File: src/rtl/buffer_throttle_pkg.sv
package buffer_throttle_pkg;

    localparam int NUM_PATHS = 2;

    typedef enum logic [2:0] {
        SLOT_L1_HIGH  = 3'd0,
        SLOT_L1_LOW   = 3'd1,
        SLOT_HLT_HIGH = 3'd2,
        SLOT_HLT_LOW  = 3'd3,
        SLOT_CLR_OVF  = 3'd4
    } cfg_slot_e;

    typedef struct packed {
        logic push;
        logic pop;
    } strobe_t;

    function automatic logic [2:0] high_slot(input int path);
        return 3'(2 * path);
    endfunction

    function automatic logic [2:0] low_slot(input int path);
        return 3'(2 * path + 1);
    endfunction

endpackage

File: src/rtl/thr_level_counter.sv
module thr_level_counter
    import buffer_throttle_pkg::*;
#(
    parameter int CAP = 16,
    parameter int LW  = $clog2(CAP + 1)
) (
    input  logic          clk,
    input  logic          rst,
    input  strobe_t       strb,
    input  logic          clr_ovf,
    output logic [LW-1:0] level,
    output logic          ovf
);
    localparam logic [LW-1:0] FULL = LW'(CAP);

    logic at_full, at_empty, grow, shrink, drop;

    always_comb begin
        at_full  = (level == FULL);
        at_empty = (level == '0);
        grow     = strb.push & ~strb.pop & ~at_full;
        shrink   = strb.pop & ~strb.push & ~at_empty;
        drop     = strb.push & ~strb.pop & at_full;
    end

    always_ff @(posedge clk) begin
        if (rst) begin
            level <= '0;
            ovf   <= 1'b0;
        end else begin
            if (grow)
                level <= level + 1'b1;
            else if (shrink)
                level <= level - 1'b1;
            ovf <= drop | (ovf & ~clr_ovf);
        end
    end

    p_level_bound_r3: assert property (@(posedge clk) disable iff (rst)
        level <= FULL);
    p_push_inc_r2: assert property (@(posedge clk) disable iff (rst)
        (strb.push && !strb.pop && level < FULL) |=> level == $past(level) + 1'b1);
    p_both_hold_r2: assert property (@(posedge clk) disable iff (rst)
        (strb.push && strb.pop) |=> $stable(level));
    p_pop_empty_r4: assert property (@(posedge clk) disable iff (rst)
        (strb.pop && !strb.push && level == '0) |=> level == '0);
    p_drop_flag_r3: assert property (@(posedge clk) disable iff (rst)
        (strb.push && !strb.pop && level == FULL) |=> (ovf && level == FULL));
    p_ovf_sticky_r9: assert property (@(posedge clk) disable iff (rst)
        (ovf && !clr_ovf) |=> ovf);

endmodule

File: src/rtl/thr_cfg_bank.sv
module thr_cfg_bank
    import buffer_throttle_pkg::*;
#(
    parameter int LW        = 5,
    parameter int HIGH_INIT = 12,
    parameter int LOW_INIT  = 8
) (
    input  logic                           clk,
    input  logic                           rst,
    input  logic                           we,
    input  logic [2:0]                     addr,
    input  logic [LW-1:0]                  wdata,
    output logic [NUM_PATHS-1:0][LW-1:0]   high_mark,
    output logic [NUM_PATHS-1:0][LW-1:0]   low_mark,
    output logic [NUM_PATHS-1:0]           clr_ovf
);
    for (genvar p = 0; p < NUM_PATHS; p++) begin : g_path
        logic hit_high, hit_low;

        always_comb begin
            hit_high   = we && (addr == high_slot(p));
            hit_low    = we && (addr == low_slot(p));
            clr_ovf[p] = we && (addr == SLOT_CLR_OVF) && wdata[p];
        end

        always_ff @(posedge clk) begin
            if (rst) begin
                high_mark[p] <= LW'(HIGH_INIT);
                low_mark[p]  <= LW'(LOW_INIT);
            end else begin
                if (hit_high) high_mark[p] <= wdata;
                if (hit_low)  low_mark[p]  <= wdata;
            end
        end

        p_cfg_high_r7: assert property (@(posedge clk) disable iff (rst)
            (we && addr == high_slot(p)) |=> high_mark[p] == $past(wdata));
        p_cfg_low_r7: assert property (@(posedge clk) disable iff (rst)
            (we && addr == low_slot(p)) |=> low_mark[p] == $past(wdata));
        p_cfg_quiet_r7: assert property (@(posedge clk) disable iff (rst)
            !we |=> ($stable(high_mark[p]) && $stable(low_mark[p])));
    end

endmodule

File: src/rtl/thr_hysteresis.sv
module thr_hysteresis #(
    parameter int LW = 5
) (
    input  logic          clk,
    input  logic          rst,
    input  logic [LW-1:0] level,
    input  logic [LW-1:0] high_mark,
    input  logic [LW-1:0] low_mark,
    output logic          throttle
);
    logic [LW-1:0] low_eff;
    logic          set_req, keep_req;

    always_comb begin
        low_eff  = (low_mark > high_mark) ? high_mark : low_mark;
        set_req  = (level >= high_mark);
        keep_req = throttle && (level > low_eff);
    end

    always_ff @(posedge clk) begin
        if (rst) throttle <= 1'b0;
        else     throttle <= set_req | keep_req;
    end

    p_assert_high_r5: assert property (@(posedge clk) disable iff (rst)
        (level >= high_mark) |=> throttle);
    p_stay_off_r6: assert property (@(posedge clk) disable iff (rst)
        (!throttle && level < high_mark) |=> !throttle);
    p_hold_r6: assert property (@(posedge clk) disable iff (rst)
        (throttle && level > low_mark && level > high_mark) |=> throttle);
    p_clamp_low_r8: assert property (@(posedge clk) disable iff (rst)
        (low_mark > high_mark && level < high_mark) |=> !throttle);

endmodule

File: src/rtl/buffer_throttle_gen.sv
module buffer_throttle_gen
    import buffer_throttle_pkg::*;
#(
    parameter int  CAP       = 16,
    parameter int  HIGH_INIT = 12,
    parameter int  LOW_INIT  = 8,
    localparam int LW        = $clog2(CAP + 1)
) (
    input  logic          clk,
    input  logic          rst,
    input  logic          l1_push,
    input  logic          l1_pop,
    input  logic          hlt_push,
    input  logic          hlt_pop,
    input  logic          cfg_we,
    input  logic [2:0]    cfg_addr,
    input  logic [LW-1:0] cfg_wdata,
    output logic [LW-1:0] l1_level,
    output logic [LW-1:0] hlt_level,
    output logic          l1_ovf,
    output logic          hlt_ovf,
    output logic          l1_throttle,
    output logic          hlt_throttle
);
    strobe_t [NUM_PATHS-1:0]         strb;
    logic    [NUM_PATHS-1:0][LW-1:0] high_mark, low_mark, level;
    logic    [NUM_PATHS-1:0]         clr_ovf, ovf, thr;

    assign strb[0] = '{push: l1_push,  pop: l1_pop};
    assign strb[1] = '{push: hlt_push, pop: hlt_pop};

    thr_cfg_bank #(.LW(LW), .HIGH_INIT(HIGH_INIT), .LOW_INIT(LOW_INIT)) u_cfg (
        .clk       (clk),
        .rst       (rst),
        .we        (cfg_we),
        .addr      (cfg_addr),
        .wdata     (cfg_wdata),
        .high_mark (high_mark),
        .low_mark  (low_mark),
        .clr_ovf   (clr_ovf)
    );

    for (genvar p = 0; p < NUM_PATHS; p++) begin : g_path
        thr_level_counter #(.CAP(CAP), .LW(LW)) u_cnt (
            .clk     (clk),
            .rst     (rst),
            .strb    (strb[p]),
            .clr_ovf (clr_ovf[p]),
            .level   (level[p]),
            .ovf     (ovf[p])
        );

        thr_hysteresis #(.LW(LW)) u_hys (
            .clk       (clk),
            .rst       (rst),
            .level     (level[p]),
            .high_mark (high_mark[p]),
            .low_mark  (low_mark[p]),
            .throttle  (thr[p])
        );
    end

    assign l1_level     = level[0];
    assign hlt_level    = level[1];
    assign l1_ovf       = ovf[0];
    assign hlt_ovf      = ovf[1];
    assign l1_throttle  = thr[0];
    assign hlt_throttle = thr[1];

    p_quiet_hlt_r10: assert property (@(posedge clk) disable iff (rst)
        (!hlt_push && !hlt_pop) |=> $stable(hlt_level));
    p_quiet_l1_r10: assert property (@(posedge clk) disable iff (rst)
        (!l1_push && !l1_pop) |=> $stable(l1_level));
    p_reset_idle_r1: assert property (@(posedge clk)
        $past(rst) |-> (l1_level == '0 && hlt_level == '0 && !l1_throttle && !hlt_throttle));

endmodule

File: config.mk
export PLATFORM = sky130hd
export DESIGN_NAME = buffer_throttle_gen
export DESIGN_NICKNAME = d
export VERILOG_FILES = /design/src/rtl/buffer_throttle_pkg.sv /design/src/rtl/thr_level_counter.sv /design/src/rtl/thr_cfg_bank.sv /design/src/rtl/thr_hysteresis.sv /design/src/rtl/buffer_throttle_gen.sv
export SDC_FILE = /design/constraint.sdc
export NUM_CORES = 1
export LEC_CHECK = 0
export ABC_AREA = 1
export BUFFER_PORTS_ARGS = -buffer_cell sky130_fd_sc_hd__buf_2
export CAP_MARGIN = 20
export CORE_MARGIN = 2
export CORE_UTILIZATION = 64
export DETAILED_ROUTE_END_ITERATION = 7
export PLACE_DENSITY = 0.94
export SLEW_MARGIN = 15
export SYNTH_ARGS = -nofsm -noshare
export SYNTH_HDL_FRONTEND = slang
export SYNTH_HIERARCHICAL = 1
export SYNTH_SLANG_ARGS = --single-unit
export TNS_END_PERCENT = 50
File: constraint.sdc
create_clock -name clk -period 4.2 [get_ports clk]
set_input_delay 1.26 -clock clk [delete_from_list [all_inputs] [get_ports clk]]
set_output_delay 1.26 -clock clk [all_outputs]
set_load 0.02 [all_outputs]
==> results.json <==
{
  "status": "finished clean",
  "fin_tns_setup_ns": 0,
  "io_pins": 29,
  "htreeDepth": 2,
  "port-buffer-count": 28,
  "synth.yosys.seq_area_share": 0.251,
  "synth.ff_latch_count": 34,
  "crit_path_end_kind": "flip-flop",
  "die_w_um": 69.0,
  "synth_commonest_cells": "98 x nand2_1, 56 x inv_1, 47 x nor2_1",
  "grt_antenna_before_repair": 0,
  "powerDensity_nw_per_um2": 359,
  "criticalPathCategory": "in -> reg",
  "peakVddDrop_mv": 0.189,
  "crit_arrival_ns": 2.65,
  "grt_pass1_wl_um": 10500,
  "clockRootBuffer": "clkbuf_8",
  "seq_area_um2": 681,
  "fill_cells": 335,
  "place_inst": 471,
  "synth_area_um2": 2710,
  "nNetsFinal": 481,
  "syn2layout_area_growth_pct": 10.2,
  "drt_wl_total_um": 5740,
  "postCtsHoldBufs": 0,
  "hpwlAfterDp_um": 4530,
  "post_cts_resized": 0,
  "hold_violations": 0,
  "rows": 23,
  "postSynthCellCount": 396,
  "setup_viol": 0,
  "synth-warning-count": 6,
  "hold_path_class": "reg -> reg",
  "synth_top_area_share": 0.251,
  "rsz0062_at_grt": "false",
  "cts_buffers": 5,
  "cp_data_required_time_ns": 4.38,
  "async_flop_share": 0,
  "multi_input_area_um2": 1770,
  "slew-limit-headroom": 0.636,
  "clock_skew_ns": 0.00626,
  "post-route-min-period_ns": 2.47,
  "grt_max_degree": 21,
  "max_freq_ghz": 0.405,
  "clk_latency_ns": 0.28,
  "routedWlPerCell_um": 12.0,
  "synth-edff-count": 0,
  "dr.pass1.iters": 4,
  "fin_cells": 479,
  "grt_pass1_vias": 2519,
  "synth_area_leader_cell": "dfxtp_1",
  "overflow": 0,
  "yosysUniqueCellTypes": 28,
  "post_cts_buffers": 0,
  "clockBufferDepth": 2,
  "fp.coreArea_um2": 4030,
  "path_max_fanout": 7,
  "drc": 0,
  "drtIter0Drc": 132,
  "startpoint_type": "primary input",
  "cts_tree": "built",
  "synth_ff_type": "dfxtp_1",
  "n_antenna_cell": 0,
  "routed_via_density": 5.41,
  "leakage_nw": 1.59,
  "clk_pin_slew_ns": 0.07,
  "synth_area_leaders": "dfxtp_1 25%, ha_1 17%, nand2_1 14%",
  "period_share": 0.588,
  "syn_avg_cell_area_um2": 6.84,
  "start_util": 0.672,
  "syn_nets": 449,
  "die_y_um": 69.0,
  "grt_usage": 0.262,
  "cap_violations": 0,
  "yosysMostFrequentCell": "nand2_1",
  "vias": 2592,
  "worst_slew_pin_slew_ns": 0.546,
  "gp_congestion": 0.864,
  "cts.sinks": 34,
  "drtAntennaViolNets": 0,
  "drive_gt1_frac": 0.172,
  "maxSlewViolCount": 0,
  "design.die.area_um2": 4770
}
## stage by stage
step                power (mW)   util  hold WS [ns]  worst slack (ns)  cell area (um^2)
detailed placement       0.823  0.718         0.467              1.46              2890
finish                    1.07  0.740         0.480              1.73              2980
global placement         0.797  0.718         0.452              1.54              2890
global route              1.16  0.740         0.503              1.60              2980
floorplan                0.718      -         0.442              1.71              2710
CTS                       1.08  0.740         0.484              1.76              2980
## power breakdown
part           total [mW]  switching (mW)  leakage (nW)  internal (mW)
clock network       0.249           0.117        0.0482          0.132
registers           0.401          0.0485         0.278          0.352
logic               0.422           0.259          1.27          0.163
## cell usage in the layout (no fill, tap or decap)
master     n
nand2_1   98
inv_1     56
nor2_1    47
nand3_1   39
ha_1      36
dfxtp_1   34
buf_2     28
a21oi_1   21
o21ai_1   10
nor2_2     8
nand2_2    7
clkbuf_8   6
inv_2      5
nand3_2    4
nand2_4    4
nand4_2    4
nor2_4     3
a21boi_1   3
clkinv_2   2
nand4_1    2
xor2_1     2
xnor2_1    2
fa_1       2
nand3_4    2
clkbuf_1   1
a21oi_2    1
a21boi_0   1
o21ai_0    1
## routing by layer
metal / up-vias / GRT usage / routed length [um]
met3: 12 / 0.0526 / 280
met4: 0 / 0.0915 / 104
met5: - / 0 / 0
met1: 1173 / 0.309 / 2510
met2: 73 / 0.467 / 2840
li1: 1334 / - / -
## flip-flops by register name, indices dropped and copies added, names as in the netlist
signal and count:
u_cfg/high_mark 10, u_cfg/low_mark 10, g_path.u_hys/throttle 2, g_path.u_cnt/level 10
g_path.u_cnt/ovf 2
## final cells by class
type | count | share of cell area
clock buffer | 7 | 0.0289
clock inverter | 1 | 0.00168
inverter | 62 | 0.0784
multi-input combinational | 297 | 0.595
sequential | 34 | 0.228
tap | 50 | 0.0210
timing repair buffer | 28 | 0.0470
## path summary, 6_finish.rpt
path / end / startpoint / slack [ns] / cells past startpoint
worst max-delay path: g_path[1].u_cnt/level[4]$_SDFFE_PP0P_ / hlt_push / 1.73 / 11
worst min-delay path: g_path[0].u_cnt/ovf$_SDFF_PP0_ / g_path[0].u_cnt/ovf$_SDFF_PP0_ / 0.48 / 2
worst min register to register: g_path[0].u_cnt/ovf$_SDFF_PP0_ / g_path[0].u_cnt/ovf$_SDFF_PP0_ / 0.48 / 2
worst max register to register: g_path[0].u_hys/throttle$_SDFF_PP0_ / u_cfg/high_mark[4]$_SDFFE_PP0P_ / 1.98 / 15
## cells by family (layout without fill, tap and decap cells)
family	count (synthesis)	after routing	synth area share
xor+xnor	4	4	0.0129
compound gates	37	37	0.0735
buf+inv	65	98	0.0933
fa+ha+maj	38	38	0.181
simple gates	218	218	0.388
flops	34	34	0.251
## worst max-delay path, cell delays in order
cell,delay [ns]
buf_2,0.09
inv_1,0.06
nor2_4,0.13
nand2_4,0.10
fa_1,0.43
nand3_1,0.11
nand3_1,0.09
nand2_1,0.10
nand3_2,0.08
nor2_1,0.14
nor2_2,0.05
No activity file was read; power rests on OpenSTA's default activity.
